## src/rtl/lpclk_pkg.sv

```systemverilog
package lpclk_pkg;

    typedef enum logic [1:0] {
        SPD_MID  = 2'b00,
        SPD_HIGH = 2'b01,
        SPD_LOW  = 2'b10,
        SPD_RSVD = 2'b11
    } speed_e;

    typedef enum logic [1:0] {
        ST_RUN  = 2'b00,
        ST_WAIT = 2'b01,
        ST_STOP = 2'b10,
        ST_STAB = 2'b11
    } pstate_e;

endpackage

```

## src/rtl/lpclk_sysdiv.sv

```systemverilog
module lpclk_sysdiv
    import lpclk_pkg::*;
#(
    parameter int MID_DIV  = 8,
    parameter int HIGH_DIV = 2,
    parameter int LOW_DIV  = 2
) (
    input  logic   clk,
    input  logic   rst_n,
    input  logic   run_i,
    input  logic   main_tick_i,
    input  logic   sub_tick_i,
    input  speed_e pend_i,
    output speed_e act_o,
    output logic   lvl_o,
    output logic   ce_o
);

    localparam int MID_HALF  = MID_DIV / 2;
    localparam int HIGH_HALF = HIGH_DIV / 2;
    localparam int LOW_HALF  = LOW_DIV / 2;
    localparam int MAX_A     = (MID_HALF > HIGH_HALF) ? MID_HALF : HIGH_HALF;
    localparam int MAX_HALF  = (MAX_A > LOW_HALF) ? MAX_A : LOW_HALF;
    localparam int CNT_W     = $clog2(MAX_HALF) + 1;

    typedef struct packed {
        logic [CNT_W-1:0] cnt;
        logic             lvl;
        logic             ce;
        speed_e           act;
    } div_t;

    div_t div_d, div_q;
    logic             src_tick;
    logic [CNT_W-1:0] half;

    always_comb begin
        div_d    = div_q;
        div_d.ce = 1'b0;
        src_tick = (div_q.act == SPD_LOW) ? sub_tick_i : main_tick_i;
        case (div_q.act)
            SPD_HIGH: half = CNT_W'(HIGH_HALF);
            SPD_LOW:  half = CNT_W'(LOW_HALF);
            default:  half = CNT_W'(MID_HALF);
        endcase
        if (!run_i) begin
            // clock parked high: new setting may be taken at once
            div_d.cnt = '0;
            div_d.lvl = 1'b1;
            div_d.act = pend_i;
        end else if (src_tick) begin
            if (div_q.cnt == half - 1'b1) begin
                div_d.cnt = '0;
                div_d.lvl = ~div_q.lvl;
                if (!div_q.lvl) begin
                    // rising edge: commit pending speed here only
                    div_d.ce  = 1'b1;
                    div_d.act = pend_i;
                end
            end else begin
                div_d.cnt = div_q.cnt + 1'b1;
            end
        end
    end

    always_ff @(posedge clk or negedge rst_n) begin
        if (!rst_n) begin
            div_q.cnt <= '0;
            div_q.lvl <= 1'b1;
            div_q.ce  <= 1'b0;
            div_q.act <= SPD_MID;
        end else begin
            div_q <= div_d;
        end
    end

    assign act_o = div_q.act;
    assign lvl_o = div_q.lvl;
    assign ce_o  = div_q.ce;

endmodule

```

## src/rtl/lpclk_waketmr.sv

```systemverilog
module lpclk_waketmr #(
    parameter int             PRE_DIV = 16,
    parameter int             TMR_W   = 8,
    parameter logic [TMR_W-1:0] T1_PRE = '1,
    parameter logic [TMR_W-1:0] T2_PRE = TMR_W'(1)
) (
    input  logic clk,
    input  logic rst_n,
    input  logic load_i,
    input  logic src_sub_i,
    input  logic count_i,
    input  logic main_tick_i,
    input  logic sub_tick_i,
    output logic done_o
);

    localparam int             PW       = $clog2(PRE_DIV);
    localparam logic [PW-1:0]  PRE_LAST = PW'(PRE_DIV - 1);

    typedef struct packed {
        logic [PW-1:0]    pre;
        logic [TMR_W-1:0] t1;
        logic [TMR_W-1:0] t2;
        logic             src_sub;
    } wt_t;

    wt_t  wt_d, wt_q;
    logic tick;
    logic done_c;

    always_comb begin
        wt_d   = wt_q;
        done_c = 1'b0;
        tick   = wt_q.src_sub ? sub_tick_i : main_tick_i;
        if (load_i) begin
            wt_d.pre     = '0;
            wt_d.t1      = T1_PRE;
            wt_d.t2      = T2_PRE;
            wt_d.src_sub = src_sub_i;
        end else if (count_i && tick) begin
            if (wt_q.pre == PRE_LAST) begin
                wt_d.pre = '0;
                if (wt_q.t1 == '0) begin
                    // first stage underflow clocks second stage
                    wt_d.t1 = T1_PRE;
                    if (wt_q.t2 == '0) begin
                        done_c  = 1'b1;
                        wt_d.t2 = T2_PRE;
                    end else begin
                        wt_d.t2 = wt_q.t2 - 1'b1;
                    end
                end else begin
                    wt_d.t1 = wt_q.t1 - 1'b1;
                end
            end else begin
                wt_d.pre = wt_q.pre + 1'b1;
            end
        end
    end

    always_ff @(posedge clk or negedge rst_n) begin
        if (!rst_n) begin
            wt_q.pre     <= '0;
            wt_q.t1      <= T1_PRE;
            wt_q.t2      <= T2_PRE;
            wt_q.src_sub <= 1'b0;
        end else begin
            wt_q <= wt_d;
        end
    end

    assign done_o = done_c;

endmodule

```

## src/rtl/lpclk_ctrl.sv

```systemverilog
module lpclk_ctrl
    import lpclk_pkg::*;
#(
    parameter int MID_DIV  = 8,
    parameter int HIGH_DIV = 2,
    parameter int LOW_DIV  = 2,
    parameter int PRE_DIV  = 16,
    parameter int TMR_W    = 8
) (
    input  logic       clk,
    input  logic       rst_n,
    input  logic       main_tick_i,
    input  logic       sub_tick_i,
    input  logic       mode_wr_i,
    input  logic [1:0] mode_val_i,
    input  logic       sub_wr_i,
    input  logic       sub_val_i,
    input  logic       stop_req_i,
    input  logic       wait_req_i,
    input  logic       ext_irq_i,
    input  logic       irq_i,
    output logic       sys_clk_o,
    output logic       sys_ce_o,
    output logic       main_osc_en_o,
    output logic       sub_osc_en_o,
    output logic [1:0] pstate_o,
    output logic [1:0] speed_o
);

    typedef struct packed {
        pstate_e st;
        speed_e  pend;
        logic    sub_on;
    } ctl_t;

    ctl_t   ctl_d, ctl_q;
    logic   load_c;
    logic   wake_done;
    logic   main_en, sub_en;
    logic   main_live, sub_live;
    logic   run_next;
    speed_e act_spd;
    logic   div_lvl, div_ce;

    always_comb begin
        ctl_d  = ctl_q;
        load_c = 1'b0;
        if (mode_wr_i && (mode_val_i != SPD_RSVD)) begin
            ctl_d.pend = speed_e'(mode_val_i);
        end
        if (sub_wr_i) begin
            ctl_d.sub_on = sub_val_i;
        end
        case (ctl_q.st)
            ST_RUN: begin
                if (stop_req_i) begin
                    ctl_d.st = ST_STOP;
                    load_c   = 1'b1;
                end else if (wait_req_i) begin
                    ctl_d.st = ST_WAIT;
                end
            end
            ST_WAIT: if (irq_i || ext_irq_i) ctl_d.st = ST_RUN;
            ST_STOP: if (ext_irq_i)          ctl_d.st = ST_STAB;
            default: if (wake_done)          ctl_d.st = ST_RUN;
        endcase
    end

    always_ff @(posedge clk or negedge rst_n) begin
        if (!rst_n) begin
            ctl_q.st     <= ST_RUN;
            ctl_q.pend   <= SPD_MID;
            ctl_q.sub_on <= 1'b0;
        end else begin
            ctl_q <= ctl_d;
        end
    end

    assign main_en   = (ctl_q.st != ST_STOP);
    assign sub_en    = ctl_q.sub_on && (ctl_q.st != ST_STOP);
    assign main_live = main_tick_i && main_en;
    assign sub_live  = sub_tick_i && sub_en;
    assign run_next  = (ctl_d.st == ST_RUN);

    lpclk_sysdiv #(
        .MID_DIV  (MID_DIV),
        .HIGH_DIV (HIGH_DIV),
        .LOW_DIV  (LOW_DIV)
    ) u_div (
        .clk         (clk),
        .rst_n       (rst_n),
        .run_i       (run_next),
        .main_tick_i (main_live),
        .sub_tick_i  (sub_live),
        .pend_i      (ctl_q.pend),
        .act_o       (act_spd),
        .lvl_o       (div_lvl),
        .ce_o        (div_ce)
    );

    lpclk_waketmr #(
        .PRE_DIV (PRE_DIV),
        .TMR_W   (TMR_W)
    ) u_wake (
        .clk         (clk),
        .rst_n       (rst_n),
        .load_i      (load_c),
        .src_sub_i   (act_spd == SPD_LOW),
        .count_i     (ctl_q.st == ST_STAB),
        .main_tick_i (main_live),
        .sub_tick_i  (sub_live),
        .done_o      (wake_done)
    );

    assign sys_clk_o     = div_lvl;
    assign sys_ce_o      = div_ce;
    assign main_osc_en_o = main_en;
    assign sub_osc_en_o  = sub_en;
    assign pstate_o      = ctl_q.st;
    assign speed_o       = act_spd;

endmodule

```

## config.mk

```make
export PLATFORM = sky130hd
export DESIGN_NAME = lpclk_ctrl
export DESIGN_NICKNAME = d
export VERILOG_FILES = /design/src/rtl/lpclk_pkg.sv /design/src/rtl/lpclk_sysdiv.sv /design/src/rtl/lpclk_waketmr.sv /design/src/rtl/lpclk_ctrl.sv
export SDC_FILE = /design/constraint.sdc
export NUM_CORES = 1
export LEC_CHECK = 0
export BUFFER_PORTS_ARGS = -buffer_cell sky130_fd_sc_hd__buf_2
export CAP_MARGIN = 20
export CELL_PAD_IN_SITES_DETAIL_PLACEMENT = 2
export CELL_PAD_IN_SITES_GLOBAL_PLACEMENT = 2
export CORE_AREA = 2 2 77 79
export DETAILED_ROUTE_END_ITERATION = 16
export DIE_AREA = 0 0 79 81
export PLACE_DENSITY = 0.79
export SETUP_SLACK_MARGIN = 0.15
export SYNTH_ARGS = -nofsm -noshare
export SYNTH_HDL_FRONTEND = slang
export SYNTH_SLANG_ARGS = --single-unit
```

## constraint.sdc

```tcl
create_clock -name clk -period 6.87 [get_ports clk]
set_input_delay 0.687 -clock clk [delete_from_list [all_inputs] [get_ports clk]]
set_output_delay 0.687 -clock clk [all_outputs]
set_load 0.02 [all_outputs]
```

==> summary.md, run 1 <==
| Metric | Value |
|---|---|
| Final Hold Fails | 0 |
| Final max-slew violation count | 0 |
| Ant. Diodes | 0 |
| Max Clk Rate | between 400 and 500 MHz |
| Stages on the worst setup path | 7 |
| Final setup fails | 0 |
| Post-synthesis sequential area ratio | between 40% and 50% |
| Synth top area share | about 32% |
| TritonCTS clock tree | built |
| PwrDens | approximately 320 mW/mm^2 |
| CTS Buf Count | 5 |
| # nets final | 227 |
| Leak | about 0.89 nW |
| Core Area | roughly 0.0057 sq mm |
| Avg Vias per Cell | about 5.2 |
| CP cell instances | inv_1 > ha_1 > or3b_2 > nor2_2 > a31oi_1 > nor3b_1 > mux2_2 |
| Crit share post-route | a little over a third |
| Grt peak-use layer | met2 |
| Clk_skew | around 0.0055 ns |
| DP HPWL | between 3000 and 4000 um |
| Kind of critical path | flip-flop to flip-flop |
| Worst vdd ir | ~0.11 mV |
| Dominant cell type by area after synthesis | dfrtp_1 |
| Worst slew margin | 47.5% |
| Worst skew pair latency | 0.28 ns |
| CTS sink cnt | 33 |
| Rows | 28 |
| CP max stage delay | approximately 0.5 ns |
| Drt wl/cell | about 15 um |
| Max-cap violation count | 0 |
| Post-synth cell types | 40 |
| Post-route setup TNS | 0 ns |
| RSZ-0062 raised after global routing | false |
| Placer Congestion | a little over 0.7 |
| Vias in the first global route | around 1600 |
| DR pass1 iterations | 4 |
| Final core occ | 36.0% |
| Status | finished clean |
| Syn Inst Count | between 150 and 200 |
| CTS HTree Levels | 2 |
| Tot Pwr | between 0.6 and 0.7 mW |
| Top cells by area, synth | dfrtp_1 (32%), dfstp_2 (15%), nor2_1 (4.4%) |
| Total Routed Length | 4310 um |
| Required time of the critical path | around 7.0 ns |
| CTS max path bufs | 2 |
| Delay-heaviest family, CP | simple AND/OR/NAND/NOR gates |
| Overflow after GRT | 0 |
| Worst hold path type | primary input to asynchronous set/reset pin |
| Fillers | 639 |
| Initial antenna violation count | 0 |
| Slowest CP cell | or3b_2 |
| Number of flops mapped to enable cells by yosys | 0 |
| Detailed-route via count | around 1500 |
| Synth Register Bits | 33 |
| First-pass GRT wire length | approximately 7500 um |
| Postcts setup bufs | 0 |
| CP Max Fanout | 8 |
| Root Driver | clkbuf_8 |
| Nature of the critical path startpoint | flip-flop |
| Hold-fix buffers, CTS | 0 |
| Primary FF master, synth | dfrtp_1 |
| Critical path buffer and inverter count | 1 |
| Die H | 81 um |
| Syn Std Cell Area | ~0.0018 sq mm |
| # DRC | 0 |
| PortBufs | 20 |
| Minimum clock period | 2.45 ns |
| Setup crit end kind | flip-flop |
| Worst reg-to-reg path cell count | 7 |
| Largest net degree at the start of global routing | 34 |
| Post-Syn Nets | 206 |
| Final Worst Setup Slack | 4.42 ns |
| Die W | approximately 79 um |
| DRC violation total after the first TritonRoute iteration | 30 |
| Num ports | 21 |
| Worst Tran Pin Value | slightly below 0.8 ns |
| Initial Util | between 30% and 40% |
| Warnings, synthesis | 0 |
| GR Util met2 | 26.6% |
| Ratio of cells with drive above 1 in the final layout | around 24% |
| M1 GR Usage | about 18% |
| P&R area growth vs syn | 14.2% |
| GRT Resource Usage Total | between 10 and 15% |
| Dpl cells | roughly 280 |
| Met3 usage | 2.78% |
| Mapped Avg Cell Area | 9.53 sq um |
| Placement Setup Slack | between 4 and 5 ns |
| Crit path DAT | 2.61 ns |
| Final Non-Filler Cells | between 200 and 300 |
| Post-CTS Resized | 0 |
| Async SR Flop Fraction | 100% |
| ANT nets after route | 0 |
| CTS clk-pin slew, worst paths | about 0.070 ns |
| DIE AREA | around 0.0064 sq mm |
-- final timing paths --
path                                        to  slack (ns)            from
min in group clk                   u_div.lvl_o        0.50     u_div.lvl_o
worst max-delay path            u_div.act_o[0]        4.42  u_wake.wt_q[1]
max in group asynchronous             ctl_q[1]        5.90           rst_n
worst min register to register     u_div.lvl_o        0.50     u_div.lvl_o
worst max register to register  u_div.act_o[0]        4.42  u_wake.wt_q[1]
worst min-delay path            u_wake.wt_q[5]        0.48           rst_n
-- worst reg2reg max path, stage by stage (launching register included) --
cell and delay, ns:
dfstp_2 0.38, inv_1 0.09, ha_1 0.19, or3b_2 0.50, nor2_2 0.32, a31oi_1 0.15
nor3b_1 0.33, mux2_2 0.38
-- metrics by stage --
step | cell area (sq um) | hold WS, ns
detailed placement | 1960 | 0.496
finish | 2050 | 0.476
global route | 2050 | 0.527
global placement | 1960 | 0.475
CTS | 2050 | 0.503
floorplan | 1790 | 0.391
-- state kept, by name, indices dropped and copies added (netlist names) --
register     cells
u_div.div_q      3
u_div.lvl_o      1
u_div.act_o      2
u_wake.wt_q     21
u_div.ce_o       1
pstate_o         2
ctl_q            3
-- cells in the final DEF (no fill, tap or decap), types with 2 or more instances in the layout --
master    count
dfrtp_1      23
nor2_1       21
buf_2        20
nand2_1      19
o21ai_0      14
a21oi_1      12
dfstp_2      10
inv_1         7
nand2b_1      6
clkbuf_8      6
nand3_1       5
nor3_1        5
xor2_1        5
mux2_2        5
ha_1          5
nor2b_1       4
or3_1         4
or4_1         3
nand3b_1      3
mux2i_1       3
a211oi_1      2
and3_1        2
nor4b_1       2
nor4_1        2
o211ai_1      2
a31oi_1       2
buf_4         2
-- power breakdown --
group / internal, mW / total (mW) / switching, mW
logic: 0.0893 / 0.204 / 0.114
clock network: 0.0795 / 0.149 / 0.0695
registers: 0.251 / 0.296 / 0.0447
-- cell type report --
| cell class | count | area [sq um] | share of cell area [%] |
|---|---|---|---|
| well taps | 75 | 93.8 | 4.59 |
| multi-input cells | 140 | 886 | 43.3 |
| inverters | 7 | 26.3 | 1.28 |
| flip-flops and latches | 33 | 838 | 41.0 |
| repair buffers | 22 | 115 | 5.63 |
| clock buffers | 7 | 86.3 | 4.22 |
-- kinds of logic (layout without fill, tap and decap cells) --
| group | Yosys count | count (layout) | share of synthesized area (%) |
|---|---|---|---|
| AOI/OAI and AO/OA | 37 | 37 | 12.2 |
| xor gates and xnor gates | 5 | 5 | 2.44 |
| buffers and inverters | 15 | 36 | 4.05 |
| DFF | 33 | 33 | 46.8 |
| adders and majority gates | 5 | 5 | 3.49 |
| muxes | 8 | 8 | 4.82 |
| and+or+nand+nor | 85 | 85 | 26.3 |
-- synth_stat cells (3+ instances only) --
cell and number:
dfrtp_1 23, nor2_1 21, nand2_1 19, o21ai_0 14, a21oi_1 12, dfstp_2 10
inv_1 7, nand2b_1 6, ha_1 5, mux2_2 5, nand3_1 5, nor3_1 5
xor2_1 5, buf_4 4, nor2b_1 4, or3_1 4, clkbuf_1 3, mux2i_1 3
nand3b_1 3, or4_1 3
-- metal layers --
layer / wire, um / part of all wire (%)
met4: 53 / 1.2
met2: 2150 / 50
met5: 0 / 0
met1: 2000 / 46
met3: 106 / 2.5
Power figures use the tool's default switching activity.
==> run 2: changes to the inputs <==
clock period = 2.3 ns   (was 6.87 ns; I/O delays follow)
==> run 2 against run 1 <==
Effect of this change:
- combinational power rose to 3.4 times the previous value
- clock power rose to 2.9 times the previous value
- register-to-register slack got worse by 4.2 ns
- non-clock buffer count rose by 13
- sequential power rose to 3.0 times the previous value
- wire length rose by 8.8%
- clock skew rose by 0.0033 ns
- clock-buffer cell count fell by 1
- critical path depth fell by 1
- critical path type unchanged
==> summary.md, run 2 (synthesis gave the netlist of run 1 again) <==
| Metric | Value |
|---|---|
| Status | finished clean |
| First-pass GRT wire length | ~7900 um |
| Max-cap violation count | 0 |
| Dpl cells | approximately 280 |
| CTS Buf Count | 5 |
| Fillers | about 640 |
| Worst hold path type | primary input to asynchronous set/reset pin |
| Total Routed Length | 4690 um |
| Commonest non-fill, non-tap cell in the layout | dfrtp_1 |
| Post-route cell area | about 0.0022 sq mm |
| P&R area growth vs syn | 21.4% |
| TritonCTS clock tree | built |
| Setup crit end kind | flip-flop |
| CTS clk-pin slew, worst paths | roughly 0.070 ns |
| Minimum clock period | about 2.1 ns |
| Final setup fails | 0 |
| Crit path DAT | approximately 2.3 ns |
| RSZ-0062 raised after global routing | true |
| Final max-slew violation count | 0 |
| Combinational share of power | between 30% and 40% |
| Switching Share | 35.7% |
| CP startpoint | pstate_o[1] |
| Worst skew pair latency | 0.29 ns |
| Ratio of cells with drive above 1 in the final layout | around a third |
| DIE AREA | approximately 0.0064 sq mm |
| Nature of the critical path startpoint | flip-flop |
| DR pass1 iterations | 4 |
| Final Non-Filler Cells | 298 |
| Biggest register | u_wake.wt_q |
| Area of the multi-input gates | a little over 900 sq um |
| Vias in the first global route | roughly 1600 |
| Sequential cell area | 838 sq um |
| Clock Power Share | 21.4% |
| Sw power | just over 0.7 mW |
| # DRC | 0 |
| Num ports | 21 |
| Worst Tran Pin Value | roughly 0.77 ns |
| ANT nets after route | 0 |
| Commonest cells after routing, fill and taps aside | dfrtp_1 (23), nor2_1 (21), buf_2 (20) |
| Die W | just under 80 um |
| Internal power | around 1.3 mW |
| Ant. Diodes | 0 |
| Initial Util | a little under a third |
| Max Clk Rate | around 480 MHz |
| Root Driver | clkbuf_8 |
| Worst reg-to-reg path cell count | 6 |
| Required time of the critical path | around 2.5 ns |
| Kind of critical path | flip-flop to flip-flop |
| Drt wl/cell | 15.7 um |
| Final core occ | 38.3% |
| Die H | 81 um |
| Largest regs | u_wake.wt_q: 21 flops, ctl_q: 3 flops, u_div.div_q: 3 flops |
| Clk_skew | 0.00877 ns |
| Crit share post-route | between 90% and 100% |
| Avg Vias per Cell | 5.04 |
| Worst slew margin | between 40% and 50% |
| CP Max Fanout | 9 |
| Tot Pwr | between 2 and 2.5 mW |
| Final Hold Fails | 0 |
| Sequential Power Share | around 44% |
| # nets final | 240 |
| Placement Cell Area | roughly 0.0020 sq mm |
| CTS max path bufs | 2 |
| PwrDens | 924 mW/mm^2 |
| Detailed-route via count | 1501 |
| CTS HTree Levels | 2 |
| CTS sink cnt | 33 |
| Initial antenna violation count | 0 |
| Worst vdd ir | ~0.35 mV |
| Core Area | 0.00568 sq mm |
| Overflow after GRT | 0 |
| DP HPWL | around 3400 um |
| DRC violation total after the first TritonRoute iteration | a little over 60 |
| Rows | 28 |
| Reg2reg start | pstate_o[1] |
| Post-route setup TNS | 0 ns |
| Max reg flops | 21 |
| GRT Resource Usage Total | between 10% and 20% |
| Placer Congestion | about 0.73 |
| Leak | ~0.96 nW |
| Largest net degree at the start of global routing | 34 |
| PortBufs | 20 |
## run 2: cell types whose count changed in the layout (fill, tap and decap cells not counted), sizes merged
cell / change
buf: +12
clkbuf: -1
clkdlybuf4s15: +1
clkinv: +2
## run 2: per-stage QoR
step / setup slack [ns] / hold WS (ns)
5_1_grt: 0.0929 / 0.0528
6_report: 0.212 / 0.00864
3_3_place_gp: 0.131 / 0.343
4_1_cts: 0.158 / 0.0288
3_5_place_dp: 0.0240 / 0.348
2_1_floorplan: 0.168 / -0.0656
## run 2: path summary, 6_finish.rpt
kind                                    to  slack [ns]
max                         u_wake.wt_q[8]        0.21
min                         u_div.div_q[5]       0.009
max reg2reg                 u_wake.wt_q[8]        0.21
min reg2reg                u_wake.wt_q[10]        0.51
max in group asynchronous   u_wake.wt_q[2]        1.79
min in group clk                  ctl_q[2]        0.19
## run 2: critical path, stage by stage, from the launching register on
cell      delay (ns)
dfrtp_1         0.51
nand2_1         0.19
a211oi_2        0.32
buf_4           0.20
nand2_1         0.11
or4_1           0.52
a21oi_1         0.16
## run 2: power groups by stage
stage / Sequential (mW) / Clock, mW / Combinational [mW]
CTS: 0.892 / 0.452 / 0.658
global placement: 0.888 / 0 / 0.613
floorplan: 0.854 / 0 / 0.485
detailed placement: 0.899 / 0 / 0.646
finish: 0.886 / 0.430 / 0.693
global route: 0.912 / 0.470 / 0.797
## run 2: routing by layer
metal	GRT usage, %	share of wire (%)	vias to the layer above
met2	26.7	51	16
met3	3.00	2.0	6
met5	0	0	-
met1	20.7	46	751
met4	5.17	1.3	0
li1	-	-	728
## run 2: area by class of cell
type	instances	area share [%]
Inverter	7	1.21
Multi-Input combinational cell	140	42.2
Tap cell	75	4.32
Sequential cell	33	38.5
Clock buffer	6	3.34
Clock inverter	2	0.460
Timing Repair Buffer	35	9.95
## run 2: timing repair
item                                    4_1_cts  5_1_grt
cloned                                        0        1
pin swaps                                     1        3
setup buffers                                 0        5
resized for setup                             2        5
endpoints found under the setup margin        2        5
hold buffers                                  0        0
